[src/rtl/flash_seq_pkg.sv]
package flash_seq_pkg;
   timeunit 1ns;
   timeprecision 1ps;

   typedef enum logic [2:0] {
      OP_PROG   = 3'd0,
      OP_SECTOR = 3'd1,
      OP_HALF   = 3'd2,
      OP_BLOCK  = 3'd3,
      OP_CHIP   = 3'd4
   } flash_op_e;

   typedef enum logic [1:0] {
      ERR_NONE    = 2'd0,
      ERR_TIMEOUT = 2'd1,
      ERR_BADOP   = 2'd2
   } flash_err_e;

   localparam logic [7:0] CMD_WREN   = 8'h06;
   localparam logic [7:0] CMD_STATUS = 8'h05;

   function automatic logic [7:0] opcode_of(flash_op_e op);
      case (op)
         OP_PROG:   return 8'h02;
         OP_SECTOR: return 8'h20;
         OP_HALF:   return 8'h52;
         OP_BLOCK:  return 8'hD8;
         default:   return 8'hC7;
      endcase
   endfunction
endpackage

[src/rtl/fsq_spi_shifter.sv]
module fsq_spi_shifter #(
   parameter int HALF_PERIOD = 2
) (
   input  logic       clk,
   input  logic       rst_n,
   input  logic       start,
   input  logic [7:0] tx,
   input  logic       miso,
   output logic       sck,
   output logic       mosi,
   output logic       rx_last,
   output logic       done
);
   timeunit 1ns;
   timeprecision 1ps;

   localparam int CW = (HALF_PERIOD > 1) ? $clog2(HALF_PERIOD) : 1;

   if (HALF_PERIOD < 1) begin : g_bad_half
      $error("HALF_PERIOD must be at least 1");
   end

   logic       busy_q, sck_q, mosi_q, rx_q, done_q;
   logic [6:0] sh_q;
   logic [2:0] bits_q;
   logic       tick;

   if (HALF_PERIOD == 1) begin : g_nodiv
      assign tick = 1'b1;
   end else begin : g_div
      logic [CW-1:0] cnt_q;
      always_ff @(posedge clk or negedge rst_n) begin
         if (!rst_n)                           cnt_q <= '0;
         else if (!busy_q || cnt_q == CW'(HALF_PERIOD-1)) cnt_q <= '0;
         else                                  cnt_q <= cnt_q + 1'b1;
      end
      assign tick = (cnt_q == CW'(HALF_PERIOD-1));
   end

   always_ff @(posedge clk or negedge rst_n) begin
      if (!rst_n) begin
         busy_q <= 1'b0;
         sck_q  <= 1'b0;
         mosi_q <= 1'b0;
         rx_q   <= 1'b0;
         done_q <= 1'b0;
         sh_q   <= '0;
         bits_q <= '0;
      end else begin
         done_q <= 1'b0;
         if (start && !busy_q) begin
            busy_q <= 1'b1;
            mosi_q <= tx[7];
            sh_q   <= tx[6:0];
            bits_q <= '0;
         end else if (busy_q && tick) begin
            if (!sck_q) begin
               sck_q <= 1'b1;
               rx_q  <= miso;
            end else begin
               sck_q <= 1'b0;
               if (bits_q == 3'd7) begin
                  busy_q <= 1'b0;
                  done_q <= 1'b1;
               end else begin
                  bits_q <= bits_q + 1'b1;
                  mosi_q <= sh_q[6];
                  sh_q   <= {sh_q[5:0], 1'b0};
               end
            end
         end
      end
   end

   assign sck     = sck_q;
   assign mosi    = mosi_q;
   assign rx_last = rx_q;
   assign done    = done_q;

   // data line is held across every rising clock edge
   assert_mosi_held_R9: assert property (@(posedge clk) disable iff (!rst_n)
      $rose(sck_q) |-> $stable(mosi_q));
endmodule

[src/rtl/fsq_page_split.sv]
module fsq_page_split #(
   parameter int PAGE_BYTES = 256,
   parameter int REM_W      = 11
) (
   input  logic [$clog2(PAGE_BYTES)-1:0]   offset,
   input  logic [REM_W-1:0]                remain,
   output logic [$clog2(PAGE_BYTES+1)-1:0] chunk
);
   timeunit 1ns;
   timeprecision 1ps;

   localparam int CH_W = $clog2(PAGE_BYTES+1);

   logic [CH_W-1:0] space;
   logic [31:0]     r32, s32;

   always_comb begin
      space = CH_W'(PAGE_BYTES) - CH_W'(offset);
      r32   = 32'(remain);
      s32   = 32'(space);
      chunk = CH_W'((r32 < s32) ? r32 : s32);
   end
endmodule

[src/rtl/flash_seq.sv]
module flash_seq
   import flash_seq_pkg::*;
#(
   parameter int HALF_PERIOD = 2,
   parameter int PAGE_BYTES  = 256,
   parameter int LEN_W       = 10,
   parameter int POLL_MAX    = 1000,
   parameter int CS_GAP      = 2
) (
   input  logic             clk,
   input  logic             rst_n,
   input  logic             req_valid,
   output logic             req_ready,
   input  logic [2:0]       req_op,
   input  logic [23:0]      req_addr,
   input  logic [LEN_W-1:0] req_len_m1,
   input  logic [7:0]       data_byte,
   output logic             data_pop,
   output logic             done,
   output logic [1:0]       err,
   output logic             spi_cs_n,
   output logic             spi_sck,
   output logic             spi_mosi,
   input  logic             spi_miso
);
   timeunit 1ns;
   timeprecision 1ps;

   localparam int ADDR_W = 24;
   localparam int REM_W  = LEN_W + 1;
   localparam int PAGE_W = $clog2(PAGE_BYTES);
   localparam int CH_W   = $clog2(PAGE_BYTES + 1);
   localparam int IDX_W  = $clog2(PAGE_BYTES + 5);
   localparam int POLL_W = $clog2(POLL_MAX + 1);
   localparam int GAP_W  = $clog2(CS_GAP + 1);

   if (PAGE_BYTES < 2 || (PAGE_BYTES & (PAGE_BYTES - 1)) != 0) begin : g_bad_page
      $error("PAGE_BYTES must be a power of two of at least 2");
   end
   if (POLL_MAX < 1 || CS_GAP < 1 || LEN_W < 1) begin : g_bad_count
      $error("POLL_MAX, CS_GAP and LEN_W must be at least 1");
   end

   typedef enum logic [1:0] {S_IDLE, S_LAUNCH, S_SHIFT, S_GAP} state_e;
   typedef enum logic [1:0] {K_WREN, K_CMD, K_POLL} kind_e;

   state_e            state_q;
   kind_e             kind_q;
   flash_op_e         op_q;
   logic [ADDR_W-1:0] addr_q;
   logic [REM_W-1:0]  remain_q;
   logic [IDX_W-1:0]  idx_q, frame_len;
   logic [POLL_W-1:0] poll_q;
   logic [GAP_W-1:0]  gap_q;
   logic              cs_n_q, done_q;
   flash_err_e        err_q;

   logic [CH_W-1:0]   chunk;
   logic [7:0]        tx_byte;
   logic              sh_start, sh_done, sh_rx;
   logic              last_byte, cmd_end;

   fsq_page_split #(.PAGE_BYTES(PAGE_BYTES), .REM_W(REM_W)) i_split (
      .offset (addr_q[PAGE_W-1:0]),
      .remain (remain_q),
      .chunk  (chunk)
   );

   fsq_spi_shifter #(.HALF_PERIOD(HALF_PERIOD)) i_shift (
      .clk     (clk),
      .rst_n   (rst_n),
      .start   (sh_start),
      .tx      (tx_byte),
      .miso    (spi_miso),
      .sck     (spi_sck),
      .mosi    (spi_mosi),
      .rx_last (sh_rx),
      .done    (sh_done)
   );

   always_comb begin
      case (kind_q)
         K_WREN:  frame_len = IDX_W'(1);
         K_POLL:  frame_len = IDX_W'(2);
         default: frame_len = (op_q == OP_CHIP) ? IDX_W'(1) :
                              (op_q == OP_PROG) ? IDX_W'(4) + IDX_W'(chunk) : IDX_W'(4);
      endcase
      case (kind_q)
         K_WREN:  tx_byte = CMD_WREN;
         K_POLL:  tx_byte = (idx_q == '0) ? CMD_STATUS : 8'h00;
         default: begin
            case (idx_q)
               IDX_W'(0): tx_byte = opcode_of(op_q);
               IDX_W'(1): tx_byte = addr_q[23:16];
               IDX_W'(2): tx_byte = addr_q[15:8];
               IDX_W'(3): tx_byte = addr_q[7:0];
               default:   tx_byte = data_byte;
            endcase
         end
      endcase
   end

   assign sh_start  = (state_q == S_LAUNCH);
   assign data_pop  = sh_start && kind_q == K_CMD && idx_q >= IDX_W'(4);
   assign last_byte = (idx_q == frame_len - 1'b1);
   assign cmd_end   = (state_q == S_SHIFT) && sh_done && last_byte && kind_q == K_CMD;

   always_ff @(posedge clk or negedge rst_n) begin
      if (!rst_n) begin
         state_q  <= S_IDLE;
         kind_q   <= K_WREN;
         op_q     <= OP_PROG;
         addr_q   <= '0;
         remain_q <= '0;
         idx_q    <= '0;
         poll_q   <= '0;
         gap_q    <= '0;
         cs_n_q   <= 1'b1;
         done_q   <= 1'b0;
         err_q    <= ERR_NONE;
      end else begin
         done_q <= 1'b0;
         case (state_q)
            S_IDLE: if (req_valid) begin
               if (req_op > 3'(OP_CHIP)) begin
                  done_q <= 1'b1;
                  err_q  <= ERR_BADOP;
               end else begin
                  op_q     <= flash_op_e'(req_op);
                  addr_q   <= req_addr;
                  remain_q <= (req_op == 3'(OP_PROG)) ? REM_W'(req_len_m1) + 1'b1 : '0;
                  kind_q   <= K_WREN;
                  idx_q    <= '0;
                  state_q  <= S_LAUNCH;
               end
            end
            S_LAUNCH: begin
               cs_n_q  <= 1'b0;
               state_q <= S_SHIFT;
            end
            S_SHIFT: if (sh_done) begin
               if (!last_byte) begin
                  idx_q   <= idx_q + 1'b1;
                  state_q <= S_LAUNCH;
               end else begin
                  cs_n_q  <= 1'b1;
                  idx_q   <= '0;
                  gap_q   <= '0;
                  state_q <= S_GAP;
                  case (kind_q)
                     K_WREN: kind_q <= K_CMD;
                     K_CMD: begin
                        kind_q <= K_POLL;
                        poll_q <= '0;
                        if (op_q == OP_PROG) begin
                           addr_q   <= addr_q + ADDR_W'(chunk);
                           remain_q <= remain_q - REM_W'(chunk);
                        end
                     end
                     default: begin
                        if (!sh_rx) begin
                           if (remain_q != '0) kind_q <= K_WREN;
                           else begin
                              state_q <= S_IDLE;
                              done_q  <= 1'b1;
                              err_q   <= ERR_NONE;
                           end
                        end else if (poll_q == POLL_W'(POLL_MAX - 1)) begin
                           state_q <= S_IDLE;
                           done_q  <= 1'b1;
                           err_q   <= ERR_TIMEOUT;
                        end else begin
                           poll_q <= poll_q + 1'b1;
                        end
                     end
                  endcase
               end
            end
            default: begin
               if (gap_q == GAP_W'(CS_GAP - 1)) state_q <= S_LAUNCH;
               else                            gap_q   <= gap_q + 1'b1;
            end
         endcase
      end
   end

   assign req_ready = (state_q == S_IDLE);
   assign done      = done_q;
   assign err       = err_q;
   assign spi_cs_n  = cs_n_q;

   // serial clock parked low outside a frame
   assert_sck_parked_R9: assert property (@(posedge clk) disable iff (!rst_n)
      spi_cs_n |-> !spi_sck);
   // no request is taken while a frame is open
   assert_busy_not_ready_R1: assert property (@(posedge clk) disable iff (!rst_n)
      !spi_cs_n |-> !req_ready);
   // completion lasts one cycle
   assert_done_single_R8: assert property (@(posedge clk) disable iff (!rst_n)
      done |=> !done);
   // status read counter never passes its bound
   assert_poll_bound_R7: assert property (@(posedge clk) disable iff (!rst_n)
      poll_q < POLL_W'(POLL_MAX));
   // after a program frame the next round starts on a page start
   assert_round_on_page_R5: assert property (@(posedge clk) disable iff (!rst_n)
      (cmd_end && op_q == OP_PROG) |=> (addr_q[PAGE_W-1:0] == '0 || remain_q == '0));
endmodule

[config.mk]
export PLATFORM = sky130hd
export DESIGN_NAME = flash_seq
export DESIGN_NICKNAME = d
export VERILOG_FILES = /design/src/rtl/flash_seq_pkg.sv /design/src/rtl/fsq_spi_shifter.sv /design/src/rtl/fsq_page_split.sv /design/src/rtl/flash_seq.sv
export SDC_FILE = /design/constraint.sdc
export NUM_CORES = 1
export LEC_CHECK = 0
export ABC_CLOCK_PERIOD_IN_PS = 8900
export BUFFER_PORTS_ARGS = -buffer_cell sky130_fd_sc_hd__buf_4
export CORE_MARGIN = 1
export CORE_UTILIZATION = 30
export CTS_CLUSTER_DIAMETER = 30
export DETAILED_ROUTE_END_ITERATION = 8
export REMOVE_ABC_BUFFERS = 1
export SLEW_MARGIN = 20
export SYNTH_ARGS = -nofsm -noshare
export SYNTH_HDL_FRONTEND = slang
export SYNTH_SLANG_ARGS = --single-unit
[constraint.sdc]
create_clock -name clk -period 8.9 [get_ports clk]
set_clock_uncertainty 0.05 [all_clocks]
set_input_delay 1.78 -clock clk [delete_from_list [all_inputs] [get_ports clk]]
set_output_delay 1.78 -clock clk [all_outputs]
set_load 0.02 [all_outputs]
==> results.py, run 1 <==
metrics = {
    "die": {
        "rows": 56,
        "die_w_um": 156,
        "ios": 57,
        "core_region_area_sq_um": 23400,
        "start_util": 0.305,
        "die_y_um": 156,
        "die_area_sq_um": 24400,
    },
    "detailed_routing": {
        "vias_per_cell": 5.49,
        "dr.first_iter.drc_count": 619,
        "drc": 1,
        "vias": 6790,
        "wirelength_mm": 21.8,
        "ant_nets": 0,
        "dr.pass1.iters": 7,
        "wire_per_inst_um": 17.6,
    },
    "timing": {
        "finalCritPeriodShare": 0.848,
        "post-route-min-period_ps": 7550,
        "setup_viol": 0,
        "fin_tns_setup_ps": 0,
        "slew_viol_final": 0,
        "timing.fmax_mhz": 133,
        "grt_setup_unrepaired": "false",
        "max_slew_margin": 0.313,
        "tightest_slew_ps": 1020,
        "hold_ws_ps": 402,
        "hold_viol": 0,
    },
    "synth": {
        "ys_seq_area_frac": 0.291,
        "yosys_warnings": 0,
        "synth_area_sq_um": 7140,
        "ys_async_sr_fraction": 1.00,
        "ys_types": 85,
        "synth_ff_type": "dfrtp_1",
        "synth_cells": 890,
        "postSynthAreaPerCell_sq_um": 8.02,
        "synth_seq_cells": 83,
        "synth-edff-count": 0,
    },
    "power_and_ir_drop": {
        "p_leak_nw": 3.28,
        "vdd.ir_drop.worst_mv": 0.165,
        "powerDensity_nw_per_um2": 378,
    },
    "setup_path": {
        "arrival_ps": 7740,
        "path_max_fanout": 24,
        "setup.worst_path.start_class": "flip-flop",
        "endpoint_kind": "flip-flop",
        "criticalPathCategory": "reg2reg",
        "cp_data_required_time_ps": 9090,
    },
    "global_routing": {
        "antenna_found_initial": 0,
        "grt_pass1_wl_mm": 35.7,
        "overflow": 0,
        "grt_max_degree": 61,
        "grt_usage": 0.187,
        "grt_pass1_vias": 6584,
    },
    "place": {
        "routabilityCongestion": 0.884,
        "port_buffers": 56,
        "dp_hpwl_mm": 16.1,
    },
    "outcome": {
        "status": "complete, but fails checks",
        "violations": "design-rule violations",
    },
    "clock_network": {
        "cts.path.max_buffers": 2,
        "post_cts_resized": 0,
        "cts.sinks": 83,
        "clkSlewWorstSetupHoldPaths_ps": 70,
        "clkLatencyLatePin_ps": 350,
        "post_cts_buffers": 0,
        "cts_hold_buf": 0,
        "cts_tree": "yes",
        "root_buffer": "clkbuf_16",
        "htreeDepth": 3,
        "cts_buffers": 9,
    },
    "cells_and_area": {
        "nNetsFinal": 1004,
        "antenna_cells": 0,
        "drive_gt1_frac": 0.128,
        "syn_to_final_growth_pct": 12.8,
    },
    "run": {
        "maxCapViolCount": 0,
    },
    "worst_hold_path": {
        "hold_path_class": "reg2reg",
    },
}
[worst max-delay path, stage by stage (launching register included)]
cell,delay [ps]
dfrtp_1,480
inv_1,140
ha_1,340
nor2b_1,270
nand2_1,130
nor3_1,220
inv_1,80
ha_1,330
a2111oi_4,320
o21ai_2,140
a211oi_4,640
mux2i_1,480
inv_1,160
a21oi_1,190
ha_1,210
a21boi_0,340
nand3_1,120
mux2i_1,150
a21oi_1,120
or4_4,580
a2111oi_4,570
and2_1,890
a41oi_1,230
o22a_1,250
[metal layers]
layer,vias to the layer above,part of all wire,routed length [um],track usage
met1,3259,0.47,10100,0.254
li1,3325,-,-,-
met4,0,0.020,442,0.0640
met2,178,0.47,10100,0.305
met3,28,0.048,1050,0.0235
met5,-,0,0,0
[sequential cells by signal, indices dropped and copies added (netlist names), 2 cells and up]
register        flops
err                 2
kind_q              2
state_q             2
gap_q               2
poll_q             10
remain_q           11
op_q                3
idx_q               9
i_shift.sh_q        7
addr_q             24
i_shift.bits_q      3
[metrics by stage]
stage                     instances  setup slack, ps   util  cell area, sq um  total power, mW
after floorplan                 838             2530      -              6890             2.08
after CTS                      1236             1390  0.344              8050             3.05
final                          1236             1350  0.344              8050             3.05
after global placement         1220             1660  0.332              7770             2.64
after detailed placement       1220             1440  0.332              7770             2.67
after global routing           1236              728  0.344              8050             3.33
[final cells by class]
| cell class | count | area (sq um) |
|---|---|---|
| flip-flops and latches | 83 | 2080 |
| inverters | 44 | 165 |
| repair buffers | 63 | 473 |
| clock inverters | 7 | 53.8 |
| well taps | 319 | 399 |
| fillers | 2519 | 15300 |
| multi-input cells | 711 | 4660 |
| clock buffers | 9 | 225 |
[logic make-up after synthesis]
| logic type | after synthesis | share of synthesized area |
|---|---|---|
| buffers and inverters | 96 | 0.0576 |
| multiplexers | 22 | 0.0328 |
| AO/OA/AOI/OAI | 259 | 0.243 |
| flip-flops | 83 | 0.291 |
| adder cells (fa/ha/maj) | 43 | 0.0774 |
| AND/OR/NAND/NOR | 346 | 0.247 |
| XOR/XNOR | 41 | 0.0503 |
[path summary, 6_finish.rpt]
check                               startpoint  depth (start not counted)  slack (ps)                  end
min in group asynchronous                rst_n                          1        1310          remain_q[1]
max in group asynchronous                rst_n                          2        6370       i_shift.busy_q
min reg2reg                i_shift.g_div.cnt_q                          1         400  i_shift.g_div.cnt_q
max                                  addr_q[0]                         23        1350         remain_q[10]
min                        i_shift.g_div.cnt_q                          1         400  i_shift.g_div.cnt_q
max reg2reg                          addr_q[0]                         23        1350         remain_q[10]
[cell usage in the layout (no fill, tap or decap), drive strengths merged, types with 4 or more instances in the layout]
cell / Yosys / final
a211oi: 9 / 9
a21o: 9 / 9
a21oi: 55 / 55
a22oi: 13 / 13
a31o: 4 / 4
a31oi: 11 / 11
a41oi: 5 / 5
and2: 8 / 8
and3: 19 / 19
and4: 5 / 5
buf: 16 / 63
clkbuf: 36 / 9
clkinv: 0 / 4
dfrtp: 82 / 82
ha: 41 / 41
inv: 44 / 45
mux2: 8 / 8
mux2i: 14 / 14
nand2: 102 / 102
nand2b: 13 / 13
nand3: 39 / 39
nand4: 18 / 18
nor2: 54 / 54
nor2b: 10 / 10
nor3: 35 / 35
nor4: 12 / 12
o2111ai: 4 / 4
o21a: 4 / 4
o21ai: 76 / 76
o21bai: 9 / 9
o22ai: 12 / 12
o31ai: 13 / 13
or2: 4 / 4
or3: 15 / 15
or4: 6 / 6
xnor2: 23 / 23
xor2: 18 / 18
[cells in the mapped netlist, types with 5 or more instances]
cell type    n  area share
and4_1       5      0.0061
dfrtp_1     82        0.29
and3_1      19       0.017
o22ai_1     12       0.011
nand3_1     37       0.026
xor2_1      18       0.022
or3_1       14       0.012
mux2_2       7       0.011
a211oi_1     8      0.0084
nor2_1      53       0.028
a21oi_1     55       0.039
o21ai_0     66       0.046
a22oi_1     12       0.013
nand4_1     18       0.016
mux2i_1     14       0.020
nor2b_1     10      0.0088
and2_1       7      0.0061
nand2_1    101       0.053
xnor2_1     23       0.028
or4_1        5      0.0053
clkbuf_1    36       0.019
a31oi_1      9      0.0079
nand2b_1    13       0.011
a41oi_1      5      0.0061
o31ai_1     12       0.013
o21bai_1     9      0.0095
nor4_1      12       0.011
o21ai_1      8      0.0056
ha_1        41       0.072
inv_1       44       0.023
buf_2       10      0.0070
a21o_1       9      0.0095
nor3_1      33       0.023
[where the power goes]
group | internal, mW | leakage [nW] | switching (mW) | total (mW)
sequential | 0.506 | 1.05 | 0.221 | 0.727
combinational | 0.731 | 2.09 | 1.22 | 1.95
clock | 0.191 | 0.133 | 0.177 | 0.368
Note: power is estimated with default switching activity, not from simulation.
==> inputs of run 2 (changes only) <==
Settings changed: ABC_CLOCK_PERIOD_IN_PS 8900 to 6900.
Clock period 8.9 ns to 6.9 ns, I/O delays scaled along.
==> results.py, run 2 (synthesized netlist as in run 1, its figures left out) <==
metrics = {
    "cells_and_area": {
        "nNetsFinal": 1016,
        "regMostFlops": "addr_q",
        "antenna_cells": 0,
        "syn_to_final_growth_pct": 15.1,
        "top_regs": "addr_q x24, remain_q x11, poll_q x10",
        "largest_reg_flops": 24,
        "drive_gt1_frac": 0.145,
        "layout_commonest_cell": "nand2_1",
        "fin_util": 0.351,
        "final_cell_mix": "nand2_1 (101), dfrtp_1 (82), buf_4 (74)",
    },
    "run": {
        "maxCapViolCount": 0,
    },
    "timing": {
        "max_slew_margin": 0.255,
        "hold_ws_ps": 413,
        "tightest_slew_ps": 1110,
        "fin_tns_setup_ps": 0,
        "post-route-min-period_ps": 6510,
        "setup_viol": 0,
        "finalCritPeriodShare": 0.943,
        "hold_viol": 0,
        "timing.fmax_mhz": 154,
        "slew_viol_final": 0,
        "timing.final.ws_setup_ps": 392,
    },
    "die": {
        "rows": 56,
        "die_area_sq_um": 24400,
        "die_y_um": 156,
        "start_util": 0.305,
        "die_w_um": 156,
        "core_region_area_sq_um": 23400,
        "ios": 57,
    },
    "power_and_ir_drop": {
        "p_leak_nw": 3.35,
        "power.share.sequential": 0.217,
        "p_sw_mw": 2.14,
        "p_int_mw": 2.01,
        "pwr-share-clk": 0.125,
        "finalPower_mw": 4.15,
        "netSwitchingFraction": 0.515,
        "powerDensity_nw_per_um2": 505,
        "vdd.ir_drop.worst_mv": 0.230,
        "comb_power_share": 0.658,
    },
    "setup_path": {
        "crit_family": "compound AO/OA/AOI/OAI gates",
        "arrival_ps": 6700,
        "r2r-start": "addr_q[0]",
        "crit_buf_inv": 5,
        "setup.worst_path.start_class": "flip-flop",
        "path_max_fanout": 24,
        "slowest_stage": "dfrtp_1",
        "endpoint_kind": "flip-flop",
        "cp_data_required_time_ps": 7090,
        "cp-startpoint": "addr_q[0]",
        "criticalPathCategory": "reg2reg",
        "cpPeakStageDelay_ps": 480,
    },
    "place": {
        "dp_hpwl_mm": 16.2,
        "routabilityCongestion": 0.892,
        "port_buffers": 56,
        "pre_cts_slack_ps": 104,
    },
    "clock_network": {
        "clkLatencyLatePin_ps": 360,
        "cts_tree": "yes",
        "cts.path.max_buffers": 2,
        "clkSlewWorstSetupHoldPaths_ps": 70,
        "htreeDepth": 3,
        "root_buffer": "clkbuf_16",
        "cts_buffers": 9,
        "cts_hold_buf": 0,
        "cts.sinks": 83,
    },
    "detailed_routing": {
        "ant_nets": 0,
        "wirelength_mm": 21.9,
        "dr.pass1.iters": 8,
        "dr.first_iter.drc_count": 590,
        "wire_per_inst_um": 17.6,
        "vias": 6782,
        "vias_per_cell": 5.43,
        "drc": 1,
    },
    "global_routing": {
        "grt_pass1_vias": 6544,
        "antenna_found_initial": 0,
        "grt_usage": 0.186,
        "overflow": 0,
        "grt_max_degree": 62,
        "grt_pass1_wl_mm": 35.7,
    },
    "worst_hold_path": {
        "min-delay-start": "i_shift.g_div.cnt_q",
        "hold_path_class": "reg2reg",
    },
    "outcome": {
        "status": "complete, but fails checks",
        "violations": "design-rule violations",
    },
}
==> run 2: cell types whose count changed in the layout (fill, tap and decap cells not counted), moves of 2 or more <==
cell      delta
buf_4       +11
inv_6        +2
ha_2         +2
ha_1         -2
clkinv_2     -2
==> run 2: metal layers <==
| metal | vias up | track usage | share of wire | wire length, um |
|---|---|---|---|---|
| met4 | 0 | 0.0537 | 0.016 | 359 |
| met3 | 28 | 0.0277 | 0.042 | 913 |
| li1 | 3338 | - | - | - |
| met5 | - | 0 | 0 | 0 |
| met1 | 3241 | 0.253 | 0.47 | 10400 |
| met2 | 175 | 0.304 | 0.47 | 10300 |
==> run 2: power groups by stage <==
stage	clock (mW)	combinational, mW	sequential [mW]
floorplan	0	1.85	0.842
global placement	0	2.57	0.902
detailed placement	0	2.58	0.904
CTS	0.528	2.60	0.895
global route	0.547	3.03	0.922
finish	0.520	2.73	0.900
==> run 2: timing repair <==
| item | CTS | global route |
|---|---|---|
| resized for setup | 0 | 10 |
| buffers inserted | 0 | 5 |
| endpoints found under the setup margin | 0 | 55 |
==> run 2: layout make-up <==
class | instances | area (sq um)
Tap cell | 319 | 399
Clock buffer | 10 | 239
Clock inverter | 6 | 71.3
Multi-Input combinational cell | 711 | 4690
Sequential cell | 83 | 2080
Fill cell | 2497 | 15200
Inverter | 44 | 165
Timing Repair Buffer | 75 | 576
==> run 2: final timing paths <==
path | cells after the start | slack (ps) | endpoint
setup / recovery | 25 | 390 | kind_q[0]
hold / removal | 1 | 410 | i_shift.g_div.cnt_q
setup reg to reg | 25 | 390 | kind_q[0]
hold reg to reg | 1 | 410 | i_shift.g_div.cnt_q
max in group asynchronous | 2 | 4790 | i_shift.sh_q[2]
min in group asynchronous | 1 | 880 | remain_q[1]
==> run 2: metrics by stage <==
step                      area [sq um]  cells
after floorplan                   6890    838
after global placement            7830   1227
after detailed placement          7830   1227
after CTS                         8140   1243
after global routing              8220   1248
final                             8220   1248
==> inputs of run 3 (changes only) <==
Settings changed: ABC_CLOCK_PERIOD_IN_PS 6900 to 8400.
Clock period 6.9 ns to 8.4 ns, I/O delays scaled along.
==> results.py, run 3 (synthesized netlist as in run 1, its figures left out) <==
metrics = {
    "setup_path": {
        "slowest_stage": "and2_1",
        "arrival_ps": 7430,
        "crit_buf_inv": 5,
        "cp-startpoint": "addr_q[0]",
        "setup.worst_path.start_class": "flip-flop",
        "crit_family": "simple AND/OR/NAND/NOR gates",
        "path_max_fanout": 19,
        "endpoint_kind": "flip-flop",
        "r2r-start": "addr_q[0]",
        "cp_data_required_time_ps": 8620,
        "cpPeakStageDelay_ps": 710,
        "criticalPathCategory": "reg2reg",
    },
    "timing": {
        "fin_tns_setup_ps": 0,
        "timing.fmax_mhz": 139,
        "tightest_slew_ps": 979,
        "hold_viol": 0,
        "grt_setup_unrepaired": "false",
        "slew_viol_final": 0,
        "setup_viol": 0,
        "max_slew_margin": 0.341,
        "finalCritPeriodShare": 0.858,
        "post-route-min-period_ps": 7210,
    },
    "power_and_ir_drop": {
        "power.share.sequential": 0.233,
        "p_sw_mw": 1.73,
        "powerDensity_nw_per_um2": 408,
        "pwr-share-clk": 0.135,
        "comb_power_share": 0.633,
        "vdd.ir_drop.worst_mv": 0.162,
        "netSwitchingFraction": 0.521,
        "p_leak_nw": 3.31,
        "p_int_mw": 1.59,
    },
    "clock_network": {
        "clkSlewWorstSetupHoldPaths_ps": 70,
        "clkLatencyLatePin_ps": 360,
        "post_cts_buffers": 0,
        "post_cts_resized": 0,
        "cts_buffers": 9,
        "cts_hold_buf": 0,
        "cts.sinks": 83,
        "cts_tree": "yes",
        "cts.path.max_buffers": 2,
        "htreeDepth": 3,
        "root_buffer": "clkbuf_16",
    },
    "cells_and_area": {
        "nFillCells": 2487,
        "drive_gt1_frac": 0.129,
        "largest_reg_flops": 24,
        "seq_area_sq_um": 2080,
        "nNetsFinal": 1006,
        "syn_to_final_growth_pct": 13.6,
        "layout_commonest_cell": "nand2_1",
        "fin_util": 0.347,
        "final_cell_mix": "nand2_1 (101), dfrtp_1 (82), o21ai_0 (65), buf_4 (65), a21oi_1 (55)",
        "regMostFlops": "addr_q",
        "antenna_cells": 0,
        "top_regs": "addr_q x24, remain_q x11, poll_q x10",
        "multiInputGateArea_sq_um": 4660,
    },
    "die": {
        "start_util": 0.305,
        "rows": 56,
        "ios": 57,
        "die_y_um": 156,
        "die_w_um": 156,
        "core_region_area_sq_um": 23400,
        "die_area_sq_um": 24400,
    },
    "detailed_routing": {
        "ant_nets": 0,
        "vias_per_cell": 5.51,
        "vias": 6823,
        "drc": 0,
        "dr.first_iter.drc_count": 610,
        "wirelength_mm": 21.8,
        "wire_per_inst_um": 17.6,
        "dr.pass1.iters": 7,
    },
    "global_routing": {
        "overflow": 0,
        "grt_pass1_wl_mm": 35.4,
        "grt_pass1_vias": 6579,
        "antenna_found_initial": 0,
        "grt_max_degree": 61,
        "grt_usage": 0.185,
    },
    "place": {
        "routabilityCongestion": 0.897,
        "dp_hpwl_mm": 16.1,
        "port_buffers": 56,
    },
    "worst_hold_path": {
        "hold_path_class": "reg2reg",
        "min-delay-start": "i_shift.g_div.cnt_q",
    },
    "run": {
        "maxCapViolCount": 0,
    },
    "outcome": {
        "status": "finished clean",
    },
}
==> run 3: changes by cell type in the layout (fill, tap and decap cells not counted), sizes merged <==
| cell | delta |
|---|---|
| bufinv | +1 |
| buf | -10 |
| clkinvlp | -1 |
| clkinv | +1 |
| clkbuf | -1 |
==> run 3: path summary, 6_finish.rpt <==
kind,endpoint,slack [ps],cells past startpoint
setup / recovery,poll_q[8],1190,25
hold / removal,i_shift.g_div.cnt_q,410,1
setup reg to reg,poll_q[8],1190,25
hold reg to reg,i_shift.g_div.cnt_q,410,1
max in group asynchronous,i_shift.g_div.cnt_q,6010,2
min in group asynchronous,remain_q[2],1210,1
==> run 3: area by class of cell <==
cell class                 count  share of cell area
multi-input combinational    711               0.574
timing repair buffer          65              0.0601
clock buffer                   9              0.0278
clock inverter                 7              0.0122
sequential                    83               0.256
tap                          319              0.0492
inverter                      44              0.0204
==> run 3: stage by stage <==
stage | hold slack [ps] | instances | instance area [sq um] | setup slack [ps] | total power, mW
final | 406 | 1238 | 8110 | 1190 | 3.31
after global routing | 432 | 1238 | 8110 | 626 | 3.60
after CTS | 412 | 1238 | 8110 | 1240 | 3.30
after detailed placement | 401 | 1222 | 7790 | 1220 | 2.84
after global placement | 389 | 1222 | 7790 | 1440 | 2.83
after floorplan | 376 | 838 | 6890 | 2030 | 2.21
==> run 3: layer usage <==
metal	up-vias	track usage	share of wire
li1	3326	-	-
met4	0	0.0635	0.021
met2	186	0.290	0.46
met3	35	0.0399	0.056
met1	3276	0.249	0.46
met5	-	0	0
==> run 3: power by group through the flow <==
stage	Combinational, mW	Sequential [mW]	Clock (mW)
global route	2.34	0.791	0.468
finish	2.10	0.770	0.446
CTS	2.08	0.766	0.454
floorplan	1.52	0.692	0
detailed placement	2.07	0.774	0
global placement	2.06	0.772	0
